--- src/rtl/lerp_pkg.sv ---
package lerp_pkg;

   // Ratio select code to right-shift amount (log2 of the ratio), clamped at max_shift.
   function automatic int sel_to_shift(input int sel, input int max_shift);
      int s;
      s = sel + 1;
      if (s > max_shift) s = max_shift;
      return s;
   endfunction

   // Index of the last output in a group for a given shift.
   function automatic int shift_to_last(input int shift);
      return (1 << shift) - 1;
   endfunction

endpackage

--- src/rtl/lerp_mixer.sv ---
module lerp_mixer #(
   parameter int IN_W = 16
) (
   input  logic signed [IN_W-1:0] left_i,
   input  logic signed [IN_W-1:0] right_i,
   output logic signed [IN_W-1:0] mono_o
);
   localparam int SUM_W = IN_W + 1;

   logic signed [SUM_W-1:0] sum;

   // one guard bit keeps the sum exact; arithmetic shift halves with floor
   always_comb begin
      sum    = SUM_W'(left_i) + SUM_W'(right_i);
      mono_o = IN_W'(sum >>> 1);
   end
endmodule

--- src/rtl/lerp_step_gen.sv ---
module lerp_step_gen #(
   parameter int IN_W      = 16,
   parameter int FRAC      = 8,
   parameter int MAX_SHIFT = 3,
   parameter int SH_W      = 2,
   parameter int STEP_W    = IN_W + 1 + FRAC
) (
   input  logic signed [IN_W-1:0]   cur_i,
   input  logic signed [IN_W-1:0]   prev_i,
   input  logic        [SH_W-1:0]   shift_i,
   output logic signed [STEP_W-1:0] step_o
);
   localparam int DIFF_W = IN_W + 1;
   localparam int NCAND  = MAX_SHIFT + 1;

   logic signed [DIFF_W-1:0] diff;
   logic signed [STEP_W-1:0] wide;
   logic signed [STEP_W-1:0] cand [NCAND];

   always_comb begin
      diff = DIFF_W'(cur_i) - DIFF_W'(prev_i);
      wide = STEP_W'(diff) <<< FRAC;
   end

   // one shifted copy per legal ratio; exact because FRAC >= MAX_SHIFT
   for (genvar g = 0; g < NCAND; g++) begin : g_cand
      assign cand[g] = wide >>> g;
   end

   always_comb begin
      step_o = cand[0];
      for (int i = 1; i < NCAND; i++) begin
         if (int'(shift_i) == i) step_o = cand[i];
      end
   end
endmodule

--- src/rtl/lerp_ramp.sv ---
module lerp_ramp #(
   parameter int OUT_W  = 24,
   parameter int STEP_W = 25,
   parameter int CNT_W  = 3
) (
   input  logic                     clk,
   input  logic                     rst_n,
   input  logic                     load_i,
   input  logic signed [OUT_W-1:0]  base_i,
   input  logic signed [STEP_W-1:0] step_i,
   input  logic        [CNT_W-1:0]  last_i,
   input  logic                     take_i,
   output logic signed [OUT_W-1:0]  acc_o,
   output logic                     busy_o,
   output logic                     at_last_o
);
   logic signed [OUT_W-1:0]  acc_q;
   logic signed [STEP_W-1:0] step_q;
   logic        [CNT_W-1:0]  cnt_q;
   logic        [CNT_W-1:0]  last_q;
   logic                     busy_q;
   logic signed [STEP_W-1:0] sum;

   always_comb begin
      at_last_o = busy_q && (cnt_q == last_q);
      sum       = STEP_W'(acc_q) + step_q;
   end

   always_ff @(posedge clk or negedge rst_n) begin
      if (!rst_n) begin
         acc_q  <= '0;
         step_q <= '0;
         cnt_q  <= '0;
         last_q <= '0;
         busy_q <= 1'b0;
      end else if (load_i) begin
         acc_q  <= base_i;
         step_q <= step_i;
         cnt_q  <= '0;
         last_q <= last_i;
         busy_q <= 1'b1;
      end else if (take_i && busy_q) begin
         if (cnt_q == last_q) begin
            busy_q <= 1'b0;
         end else begin
            acc_q <= OUT_W'(sum);
            cnt_q <= cnt_q + 1'b1;
         end
      end
   end

   assign acc_o  = acc_q;
   assign busy_o = busy_q;
endmodule

--- src/rtl/pcm_lerp_upsampler.sv ---
module pcm_lerp_upsampler #(
   parameter int IN_W      = 16,
   parameter int OUT_W     = 24,
   parameter int MAX_SHIFT = 3
) (
   input  logic                    clk,
   input  logic                    rst_n,
   input  logic                    in_valid,
   output logic                    in_ready,
   input  logic signed [IN_W-1:0]  in_left,
   input  logic signed [IN_W-1:0]  in_right,
   input  logic [$clog2(MAX_SHIFT+1)-1:0] osr_sel,
   output logic                    out_valid,
   input  logic                    out_ready,
   output logic signed [OUT_W-1:0] out_sample
);
   import lerp_pkg::*;

   localparam int FRAC   = OUT_W - IN_W;
   localparam int STEP_W = IN_W + 1 + FRAC;
   localparam int SH_W   = $clog2(MAX_SHIFT + 1);
   localparam int CNT_W  = MAX_SHIFT;

   if (MAX_SHIFT < 1) begin : g_bad_shift
      $error("MAX_SHIFT must be at least 1");
   end
   if (FRAC < MAX_SHIFT) begin : g_bad_frac
      $error("OUT_W - IN_W must cover MAX_SHIFT fraction bits");
   end
   if (IN_W < 2) begin : g_bad_in
      $error("IN_W must be at least 2");
   end

   logic signed [IN_W-1:0]   mono;
   logic signed [IN_W-1:0]   prev_q;
   logic        [SH_W-1:0]   shift_n;
   logic        [CNT_W-1:0]  last_n;
   logic signed [STEP_W-1:0] step;
   logic signed [OUT_W-1:0]  base;
   logic                     busy;
   logic                     at_last;
   logic                     in_fire;
   logic                     out_fire;

   lerp_mixer #(.IN_W(IN_W)) mix_i (
      .left_i (in_left),
      .right_i(in_right),
      .mono_o (mono)
   );

   always_comb begin
      shift_n = SH_W'(sel_to_shift(int'(osr_sel), MAX_SHIFT));
      last_n  = CNT_W'(shift_to_last(int'(shift_n)));
      base    = {prev_q, {FRAC{1'b0}}};
   end

   lerp_step_gen #(
      .IN_W(IN_W), .FRAC(FRAC), .MAX_SHIFT(MAX_SHIFT), .SH_W(SH_W), .STEP_W(STEP_W)
   ) step_i (
      .cur_i  (mono),
      .prev_i (prev_q),
      .shift_i(shift_n),
      .step_o (step)
   );

   always_comb begin
      out_fire = busy && out_ready;
      in_ready = !busy || (out_ready && at_last);
      in_fire  = in_valid && in_ready;
   end

   always_ff @(posedge clk or negedge rst_n) begin
      if (!rst_n) prev_q <= '0;
      else if (in_fire) prev_q <= mono;
   end

   lerp_ramp #(.OUT_W(OUT_W), .STEP_W(STEP_W), .CNT_W(CNT_W)) ramp_i (
      .clk      (clk),
      .rst_n    (rst_n),
      .load_i   (in_fire),
      .base_i   (base),
      .step_i   (step),
      .last_i   (last_n),
      .take_i   (out_fire),
      .acc_o    (out_sample),
      .busy_o   (busy),
      .at_last_o(at_last)
   );

   assign out_valid = busy;
endmodule

--- config.mk ---
export PLATFORM = sky130hd
export DESIGN_NAME = pcm_lerp_upsampler
export DESIGN_NICKNAME = d
export VERILOG_FILES = /design/src/rtl/lerp_pkg.sv /design/src/rtl/lerp_mixer.sv /design/src/rtl/lerp_step_gen.sv /design/src/rtl/lerp_ramp.sv /design/src/rtl/pcm_lerp_upsampler.sv
export SDC_FILE = /design/constraint.sdc
export NUM_CORES = 1
export LEC_CHECK = 0
export ABC_AREA = 0
export BUFFER_PORTS_ARGS = -buffer_cell sky130_fd_sc_hd__buf_2
export CELL_PAD_IN_SITES_DETAIL_PLACEMENT = 0
export CELL_PAD_IN_SITES_GLOBAL_PLACEMENT = 1
export CORE_MARGIN = 8
export CORE_UTILIZATION = 30
export DETAILED_ROUTE_END_ITERATION = 8
export PLACE_DENSITY_LB_ADDON = 0.1
export SLEW_MARGIN = 20
export SYNTH_ARGS = -nofsm -noshare
export SYNTH_HDL_FRONTEND = slang
export SYNTH_HIERARCHICAL = 1
export SYNTH_SLANG_ARGS = --single-unit
export TNS_END_PERCENT = 10
--- constraint.sdc ---
create_clock -name clk -period 2.5 [get_ports clk]
set_input_delay 0.5 -clock clk [delete_from_list [all_inputs] [get_ports clk]]
set_output_delay 0.5 -clock clk [all_outputs]
set_load 0.02 [all_outputs]
==> results.ini, run 1 <==
[run_status]
status=complete, but fails checks
violations=negative setup slack

[layout]
nFillCells=2237
diodes=0
syn_to_final_growth_pct=32.54
final_common_cell=buf_4
layout.nets=1037
drive_above_1_share_pct=34.88
most-common-layout-cells=buf_4 (142), nand2_1 (89), dfrtp_1 (71)

[power_and_ir_drop]
internal_power_w=0.006868
pwr-share-clk_pct=9.7
peakVddDrop_uv=399.8
sw_frac_of_total_pct=46.57
comb_power_share_pct=73.1
seq_power_share_pct=17.2
power_density_mw_per_mm2=1480
netSwitchingPower_w=0.005986
leakage_nw=4.082

[job]
maxCapViolations=0

[global_route]
grt_pass1_wl_mm=30.47
overflow=0
track_usage_pct=14.09
grt_max_degree=38
antenna_found_initial=0
grt_pass1_vias=6264

[clock_network]
clk_latency_ps=350
cts-root-buf=clkbuf_16
clk_pin_slew_ps=70
numCtsBuffers=9
holdBufCountCts=0
htreeDepth=3
clock-sinks=71
cts_tree=done
clockBufferDepth=2

[setup_path]
crit_fanout=3
startpoint_type=primary input
crit_path_max_incr_delay_ps=340
path_delay_family=compound AO/OA/AOI/OAI gates
path_buf_inv=1
path_cells=buf_6 > and2_4 > fa_2 > a21o_1 > a311o_1 > a211oi_2 > or2_1 > xnor2_2 > ha_1 > a21o_1 > a211oi_2 > o211ai_2 > a2111oi_4 > nor3b_2 > mux2i_1 > o22ai_1 > mux2_4
cp_slowest_cell=a2111oi_4
cp.required_ps=2730
path_class=primary input to register
crit_arrival_ps=4010
critPathCaptureType=register

[timing]
setup_viol=17
fmax_mhz=264.5
timing.hold.ws_ps=120.6
max_slew.worst_pin.slew_ps=546.6
finalSetupTns_ps=-15450
drv_slew=0
fin_crit_sh_pct=151.3
rsz0062_at_grt=true
finClkSkew_ps=9.154
max-slew-margin-rel_pct=63.48
layout_min_cycle_time_ps=3781
fin_ws_ps=-1281
hold_violations=0

[synth]
syn_inst=747
synthAdderAreaFrac_pct=11.42
synth.distinct_cells=81
synth_edf_count=0
synthesis.area_mm2=0.006553
ys.flop_type=dfrtp_1
synth_top_family_by_area=compound AO/OA/AOI/OAI gates
avgSynthCellArea_um2=8.772
synth_xor_xnor_area_share_pct=6.282
ys_seq_elements=71
synth_compound_area_share_pct=23.35
yosysWarnings=6
yosys.area_share.simple_pct=14.87
async_flop_share_pct=100.0
seq_area_frac_synth_pct=27.11
synth_mux_area_share_pct=9.891

[detailed_routing]
drt-total-wl_mm=18.36
vias=5840
first_iter_violations=240
wl_per_cell_um=14.98
detail-route-antenna-nets=0
drtPass1Iterations=4
vias_per_cell=4.763
drc=0

[die]
rows=54
ios=64
dieArea_mm2=0.02683
core_area_mm2=0.02162
die_w_um=163.8
start_util_pct=30.31
die_y_um=163.8

[placed_design]
dp_hpwl_mm=15.11
dp_worst_setup_slack_ps=-1794
gp_congestion=0.8002
portBuffers=63

[min_path]
worstHoldPathType=primary input to async pin

layer usage:
layer | wire, um | global-route usage [%] | up-vias
li1 | - | - | 3040
met1 | 9262 | 18.90 | 2693
met2 | 8206 | 22.97 | 89
met3 | 557 | 1.704 | 18
met4 | 334 | 4.959 | 0
met5 | 0 | 0 | -
cell families after synthesis:
| family | after synthesis |
|---|---|
| xor+xnor | 47 |
| fa+ha+maj | 58 |
| buf+inv | 95 |
| other cells | 3 |
| compound gates | 205 |
| flops | 71 |
| mux | 61 |
| simple gates | 207 |
worst reg2reg max path: stages, from the launching register on:
cell,delay [ps]
dfrtp_1,380
ha_1,210
fa_2,350
inv_1,110
a21oi_4,90
o211ai_2,290
buf_4,180
nand2_2,60
o32a_1,360
o21ai_0,150
o22ai_1,110
mux2_4,260
Yosys cell counts (all sizes together) (4+ instances only):
cell    count  area share, %
a211oi     14            2.0
a21boi      5           0.69
a21o       19            2.2
a21oi      57            4.6
a221oi      4           0.63
a31oi       8            1.1
and3        8            1.0
buf        23            2.7
clkbuf     14           0.82
dfrtp      71             27
ha         55             11
inv        57            3.3
mux2       30            5.2
mux2i      31            4.7
nand2      90            5.2
nand2b      9           0.86
nand3      11           0.84
nand4       6           0.57
nor2       47            2.7
nor2b       6           0.69
nor3       12           0.99
o211ai      7            1.0
o21a        5           0.57
o21ai      39            3.1
o21bai      5           0.57
o31ai       4           0.46
o32ai      17            3.4
or2         4           0.38
xnor2      25            3.3
xor2       22            2.9
final timing paths:
check | start | to | slack [ps] | depth (start not counted)
min in group clk | osr_sel[1] | ramp_i/last_q[2] | 410 | 2
setup reg to reg | prev_q[0] | ramp_i/step_q[21] | -180 | 11
max in group asynchronous | rst_n | ramp_i/acc_o[19] | 1780 | 2
hold / removal | rst_n | ramp_i/cnt_q[0] | 120 | 1
hold reg to reg | ramp_i/step_q[3] | ramp_i/step_q[3] | 520 | 1
setup / recovery | in_left[0] | ramp_i/step_q[21] | -1280 | 17
per-stage QoR:
stage / cells / utilization, % / power [W] / instance area [um^2]
2_1_floorplan: 758 / - / 0.008248 / 6594
3_3_place_gp: 1206 / 37.58 / 0.01105 / 8124
3_5_place_dp: 1206 / 37.58 / 0.01115 / 8124
4_1_cts: 1225 / 39.63 / 0.01269 / 8568
5_1_grt: 1226 / 40.17 / 0.01406 / 8685
6_report: 1226 / 40.17 / 0.01285 / 8685
area by class of cell:
type	count	area (um^2)	area share, %
Tap cell	280	350.3	4.034
Multi-Input combinational cell	592	4606	53.03
Clock buffer	10	239.0	2.752
Sequential cell	71	1777	20.46
Clock inverter	6	45.04	0.5187
Timing Repair Buffer	209	1450	16.70
Inverter	58	217.7	2.507
state kept, by name, indices dropped and copies added (netlist names):
signal / cells
ramp_i/acc_o: 24
ramp_i/busy_o: 1
ramp_i/cnt_q: 3
ramp_i/step_q: 24
ramp_i/last_q: 3
prev_q: 16
power groups by stage:
| stage | Combinational, W | Sequential (W) | Clock [W] |
|---|---|---|---|
| after floorplan | 0.00593 | 0.00232 | 0 |
| after global placement | 0.00883 | 0.00222 | 0 |
| after detailed placement | 0.00891 | 0.00223 | 0 |
| after CTS | 0.00919 | 0.00222 | 0.00129 |
| after global routing | 0.0104 | 0.00230 | 0.00133 |
| final | 0.00940 | 0.00222 | 0.00124 |
repair_timing:
item,in CTS,in global routing
endpoints found under the setup margin,28,31
endpoints found under the hold margin,0,0
pin swaps,12,4
setup buffers,3,1
resized for setup,28,22
(Power assumes the default switching activity.)
==> run 2: changes to the inputs <==
--- a/config.mk
+++ b/config.mk
@@ -9,6 +9,7 @@
 export BUFFER_PORTS_ARGS = -buffer_cell sky130_fd_sc_hd__buf_2
 export CELL_PAD_IN_SITES_DETAIL_PLACEMENT = 0
 export CELL_PAD_IN_SITES_GLOBAL_PLACEMENT = 1
+export CORE_ASPECT_RATIO = 0.75
 export CORE_MARGIN = 8
 export CORE_UTILIZATION = 30
 export DETAILED_ROUTE_END_ITERATION = 8
==> run 2 against run 1 <==
  * Critical path depth stayed put
  * Sequential share of layout area shrank 0.16 points
  * Largest cell class unchanged
  * Routed wire length up 8.3%
  * Critical endpoint is now ramp_i/step_q[20]
  * Clock power grew 18%
  * The flow still finishes with violations (negative setup slack)
  * Fmax fell by 0.78%
==> results.ini, run 2 (synthesis gave the netlist of run 1 again) <==
[run_status]
violations=negative setup slack  ; unchanged
status=complete, but fails checks  ; unchanged

[timing]
setup_viol=18  ; was 17
max_slew.worst_pin.slew_ps=547.9  ; was 546.6 ps
fin_crit_sh_pct=152.4  ; was 151.3%
layout_min_cycle_time_ps=3811  ; was 3781 ps
fin_ws_ps=-1311  ; was -1281 ps
timing.hold.ws_ps=126.7  ; was 120.6 ps
finClkSkew_ps=7.393  ; was 9.154 ps
hold_violations=0  ; unchanged
max-slew-margin-rel_pct=63.47  ; was 63.48%
drv_slew=0  ; unchanged
rsz0062_at_grt=true  ; unchanged
fmax_mhz=262.4  ; was 264.5 MHz

[setup_path]
cp_slowest_cell=fa_2  ; was a2111oi_4
cp.required_ps=2720  ; was 2730 ps
path_class=primary input to register  ; unchanged
critPathCaptureType=register  ; unchanged
startpoint_type=primary input  ; unchanged
crit_path_max_incr_delay_ps=340  ; about the same
path_cells=buf_6 > and2_4 > fa_2 > a21o_1 > a311o_1 > a211oi_2 > or2_1 > xnor2_2 > ha_1 > a21o_1 > a211oi_2 > o211ai_2 > a2111oi_4 > nor3b_2 > mux2i_1 > mux2i_1 > mux2_4  ; was buf_6 > and2_4 > fa_2 > a21o_1 > a311o_1 > a211oi_2 > or2_1 > xnor2_2 > ha_1 > a21o_1 > a211oi_2 > o211ai_2 > a2111oi_4 > nor3b_2 > mux2i_1 > o22ai_1 > mux2_4
crit_arrival_ps=4030  ; was 4010 ps
crit_fanout=3  ; unchanged

[layout]
drive_above_1_share_pct=34.82  ; was 34.88%
design_area_mm2=0.008751  ; was 0.008685 mm^2
most-common-layout-cells=buf_4 (140), nand2_1 (89), dfrtp_1 (71)  ; was buf_4 (142), nand2_1 (89), dfrtp_1 (71)
syn_to_final_growth_pct=33.55  ; was 32.54%
layout.nets=1033  ; was 1,037
diodes=0  ; unchanged
post-route-util_pct=41.09  ; was 40.17%
final_common_cell=buf_4  ; unchanged

[detailed_routing]
first_iter_violations=367  ; was 240
wl_met2_mm=8.246  ; was 8.206 mm
drt-total-wl_mm=19.88  ; was 18.36 mm
drc=0  ; unchanged
drtPass1Iterations=7  ; was 4
highest_layer=met4  ; unchanged
wl_met1_mm=10.77  ; was 9.262 mm
detail-route-antenna-nets=0  ; unchanged
wl_per_cell_um=16.17  ; was 14.98 um
met3_wirelength_um=743  ; was 557 um
vias=5999  ; was 5,840
vias_per_cell=4.877  ; was 4.763

[placed_design]
dp_hpwl_mm=15.82  ; was 15.11 mm
post_dp_cell_area_mm2=0.008114  ; was 0.008124 mm^2
portBuffers=63  ; unchanged
gp_congestion=0.8653  ; was 0.8002
dp_worst_setup_slack_ps=-1795  ; was -1794 ps

[die]
die_y_um=144.0  ; was 163.8 um
die_w_um=186.7  ; was 163.8 um
rows=46  ; was 54
core_area_mm2=0.02130  ; was 0.02162 mm^2
start_util_pct=30.77  ; was 30.31%
ios=64  ; unchanged
dieArea_mm2=0.02688  ; was 0.02683 mm^2

[clock_network]
clockBufferDepth=2  ; unchanged
clk_pin_slew_ps=60  ; was 70 ps
htreeDepth=3  ; unchanged
cts-root-buf=clkbuf_16  ; unchanged
clk_latency_ps=340  ; was 350 ps
cts_tree=done  ; unchanged
clock-sinks=71  ; unchanged
numCtsBuffers=9  ; unchanged

[global_route]
antenna_found_initial=0  ; unchanged
overflow=0  ; unchanged
grt_pass1_vias=6108  ; was 6,264
grt_pass1_wl_mm=32.63  ; was 30.47 mm
track_usage_pct=14.95  ; was 14.09%
grt_max_degree=41  ; was 38

[power_and_ir_drop]
seq_power_share_pct=16.6  ; was 17.2%
fin_total_pwr_w=0.01335  ; was 0.01285 W
peakVddDrop_uv=512.1  ; was 399.8 uV
power_density_mw_per_mm2=1525  ; was 1480 mW/mm^2
sw_frac_of_total_pct=46.01  ; was 46.57%
comb_power_share_pct=72.4  ; was 73.1%
internal_power_w=0.007207  ; was 0.006868 W
leakage_nw=4.094  ; was 4.082 nW
netSwitchingPower_w=0.006140  ; was 0.005986 W
pwr-share-clk_pct=10.9  ; was 9.7%

[min_path]
worstHoldPathType=primary input to async pin  ; unchanged

[job]
maxCapViolations=0  ; unchanged

==> run 2: worst paths after layout <==
path | startpoint | cells after the start | slack [ps] | end
max in group asynchronous | rst_n | 2 | 1770 | ramp_i/acc_o[18]
worst max-delay path | in_left[0] | 17 | -1310 | ramp_i/step_q[20]
min in group clk | osr_sel[1] | 2 | 430 | ramp_i/last_q[2]
worst min-delay path | rst_n | 1 | 130 | prev_q[2]
worst max register to register | prev_q[0] | 11 | -170 | ramp_i/step_q[21]
worst min register to register | ramp_i/step_q[14] | 1 | 510 | ramp_i/step_q[14]
==> run 2: through the flow <==
step           TNS (ps)  instances
6_report         -15440       1230
5_1_grt          -18560       1230
4_1_cts          -15000       1227
3_5_place_dp     -25640       1211
3_3_place_gp     -24270       1211
2_1_floorplan    -15890        758
==> run 2: what timing repair did <==
| action | in CTS | in global routing |
|---|---|---|
| endpoints found under the setup margin | 26 | 30 |
| pin swaps | 10 | 10 |
| setup buffers | 0 | 3 |
| resized for setup | 29 | 25 |
| hold buffers | 0 | 0 |
| gates cloned | 0 | 0 |
==> run 2: critical path, delay by kind of cell <==
family,cells,cell delay (ps)
and+or+nand+nor,3,420
xor gates and xnor gates,1,120
adders and majority gates,2,600
muxes,3,560
AOI/OAI and AO/OA,7,1750
buffers and inverters,1,90
==> run 2: per-layer routing <==
layer	vias up	track usage, %
met5	-	0
met4	0	2.376
met3	10	3.056
met2	119	22.41
met1	2834	21.98
li1	3036	-
==> run 2: cell type report <==
class                   instances  area, um^2
fillers                      2165       12540
repair buffers                205        1425
inverters                      58       217.7
well taps                     288       360.3
clock inverters                 5       80.08
flip-flops and latches         71        1777
multi-input cells             592        4638
clock buffers                  11       252.7
==> run 2: power by group through the flow <==
| stage | registers [W] | logic, W | clock network, W |
|---|---|---|---|
| global route | 0.00230 | 0.0107 | 0.00155 |
| detailed placement | 0.00223 | 0.00907 | 0 |
| floorplan | 0.00232 | 0.00593 | 0 |
| global placement | 0.00221 | 0.00899 | 0 |
| CTS | 0.00221 | 0.00935 | 0.00151 |
| finish | 0.00222 | 0.00967 | 0.00146 |
==> run 3: changes to the inputs <==
--- a/config.mk
+++ b/config.mk
@@ -14,6 +14,7 @@
 export CORE_UTILIZATION = 30
 export DETAILED_ROUTE_END_ITERATION = 8
 export PLACE_DENSITY_LB_ADDON = 0.1
+export REMOVE_ABC_BUFFERS = 1
 export SLEW_MARGIN = 20
 export SYNTH_ARGS = -nofsm -noshare
 export SYNTH_HDL_FRONTEND = slang
==> run 3 against run 2 <==
  * The run still ends with negative setup slack left
  * Worst setup slack got worse by 33 ps
  * Clock-buffer cell count down 1
  * Design area down 0.39%
  * Core utilization decreased by 0.16 points
==> results.ini, run 3 (synthesis gave the netlist of run 1 again) <==
[setup_path]
startpoint_type=primary input  ; unchanged
crit_arrival_ps=4120  ; was 4030 ps
cp_slowest_cell=a311o_1  ; was fa_2
crit_path_max_incr_delay_ps=370  ; was 340 ps
crit_cells=19  ; was 17
path_delay_family=compound AO/OA/AOI/OAI gates  ; unchanged
crit_fanout=3  ; unchanged
critPathCaptureType=register  ; unchanged
path_class=primary input to register  ; unchanged
reg2reg_depth=9  ; was 11
path_buf_inv=3  ; was 1
path_cells=buf_6 > and2_4 > fa_2 > a21o_1 > a311o_1 > a211oi_2 > or2_1 > xnor2_2 > ha_1 > a21o_1 > a211oi_4 > o211ai_2 > buf_4 > buf_4 > nand4_1 > nor3b_1 > mux2i_1 > o22ai_1 > mux2_4  ; was buf_6 > and2_4 > fa_2 > a21o_1 > a311o_1 > a211oi_2 > or2_1 > xnor2_2 > ha_1 > a21o_1 > a211oi_2 > o211ai_2 > a2111oi_4 > nor3b_2 > mux2i_1 > mux2i_1 > mux2_4
cp.required_ps=2770  ; was 2720 ps

[timing]
drv_slew=0  ; unchanged
max_slew.worst_pin.slew_ps=561.5  ; was 547.9 ps
fmax_mhz=260.1  ; was 262.4 MHz
max-slew-margin-rel_pct=62.57  ; was 63.47%
layout_min_cycle_time_ps=3845  ; was 3811 ps
hold_violations=0  ; unchanged
fin_ws_ps=-1345  ; was -1311 ps
rsz0062_at_grt=true  ; unchanged
finClkSkew_ps=11.41  ; was 7.393 ps
setup_viol=19  ; was 18
timing.hold.ws_ps=157.0  ; was 126.7 ps
fin_crit_sh_pct=153.8  ; was 152.4%

[power_and_ir_drop]
fin_total_pwr_w=0.01322  ; was 0.01335 W
power_density_mw_per_mm2=1517  ; was 1525 mW/mm^2
peakVddDrop_uv=658.3  ; was 512.1 uV
leakage_nw=4.087  ; was 4.094 nW

[layout]
nFillCells=2201  ; was 2,165
instances_no_fill=1227  ; was 1,230
drive_above_1_share_pct=35.46  ; was 34.82%
layout.nets=1031  ; was 1,033
syn_to_final_growth_pct=33.03  ; was 33.55%
seq_area_mm2=0.001777  ; unchanged
post-route-util_pct=40.93  ; was 41.09%
multi_input_area_mm2=0.004642  ; was 0.004638 mm^2
most-common-layout-cells=buf_4 (137), nand2_1 (88), dfrtp_1 (71)  ; was buf_4 (140), nand2_1 (89), dfrtp_1 (71)
diodes=0  ; unchanged
final_common_cell=buf_4  ; unchanged

[die]
ios=64  ; unchanged
dieArea_mm2=0.02688  ; unchanged
die_y_um=144.0  ; unchanged
die_w_um=186.7  ; unchanged
start_util_pct=30.77  ; unchanged
rows=46  ; unchanged
core_area_mm2=0.02130  ; unchanged

[detailed_routing]
drtPass1Iterations=4  ; was 7
first_iter_violations=322  ; was 367
detail-route-antenna-nets=0  ; unchanged
drt-total-wl_mm=20.08  ; was 19.88 mm
drc=0  ; unchanged
vias_per_cell=4.897  ; was 4.877
vias=6009  ; was 5,999
wl_per_cell_um=16.37  ; was 16.17 um

[global_route]
overflow=0  ; unchanged
grt_pass1_wl_mm=32.29  ; was 32.63 mm
antenna_found_initial=0  ; unchanged
track_usage_pct=14.80  ; was 14.95%
grt_max_degree=47  ; was 41
grt_pass1_vias=5940  ; was 6,108

[job]
maxCapViolations=0  ; unchanged

[placed_design]
dp_cells=1207  ; was 1,211
dp_worst_setup_slack_ps=-1905  ; was -1795 ps
portBuffers=63  ; unchanged
dp_hpwl_mm=15.91  ; was 15.82 mm
gp_congestion=0.8185  ; was 0.8653

[clock_network]
numCtsBuffers=9  ; unchanged
clk_latency_ps=330  ; was 340 ps
cts_tree=done  ; unchanged
cts-root-buf=clkbuf_16  ; unchanged
clk_pin_slew_ps=60  ; about the same
clock-sinks=71  ; unchanged
htreeDepth=3  ; unchanged
clockBufferDepth=2  ; unchanged

[min_path]
worstHoldPathType=primary input to async pin  ; unchanged

[run_status]
violations=negative setup slack  ; unchanged
status=complete, but fails checks  ; unchanged

## run 3: cell count changes in the layout (fill, tap and decap cells not counted), sizes merged
cell / change
clkinv: +1
buf: -2
bufinv: -1
clkbuf: -1
## run 3: timing repair
action / in CTS / in global routing
setup endpoints to repair: 27 / 29
pin swaps: 13 / 20
hold buffers: 0 / 0
gates resized for setup: 17 / 43
buffers inserted: 4 / 1
## run 3: final timing paths
kind | startpoint | end | slack [ps]
setup / recovery | in_left[0] | ramp_i/step_q[21] | -1340
hold / removal | rst_n | ramp_i/acc_o[10] | 160
setup reg to reg | ramp_i/acc_o[1] | ramp_i/acc_o[21] | -70
hold reg to reg | ramp_i/step_q[6] | ramp_i/step_q[6] | 520
max in group asynchronous | rst_n | ramp_i/acc_o[4] | 1760
min in group clk | osr_sel[1] | ramp_i/last_q[2] | 430
## run 3: area by class of cell
class	instances	area share (%)
inverter	58	2.497
sequential	71	20.38
timing repair buffer	203	16.32
clock inverter	5	0.6746
clock buffer	10	2.741
multi-input combinational	592	53.25
tap	288	4.134
## run 3: layer usage
metal | GRT usage (%) | part of all wire, % | vias up
li1 | - | - | 3035
met5 | 0 | 0 | -
met2 | 22.13 | 41 | 106
met4 | 1.917 | 0.40 | 0
met1 | 22.15 | 54 | 2860
met3 | 2.719 | 4.2 | 8
## run 3: worst reg2reg max path: stages, from the launching register on
cell	delay, ps
dfrtp_1	420
ha_1	340
a211oi_2	240
o21ai_2	130
and3_4	210
a211oi_2	320
nor3_2	140
a311oi_2	310
xor2_1	260
a221oi_2	90
## run 3: where the power goes
| part | internal [W] | total (W) | switching, W | leakage (nW) |
|---|---|---|---|---|
| Combinational | 0.00452 | 0.00969 | 0.00517 | 3.09 |
| Sequential | 0.00174 | 0.00221 | 0.000468 | 0.858 |
| Clock | 0.000795 | 0.00132 | 0.000522 | 0.141 |
| Total | 0.00706 | 0.0132 | 0.00616 | 4.09 |
## run 3: per-stage QoR
stage / instance area, um^2 / TNS [ps]
after floorplan: 6360 / -115400
after global placement: 8097 / -25530
after detailed placement: 8097 / -27290
after CTS: 8496 / -18370
after global routing: 8717 / -19680
final: 8717 / -16420
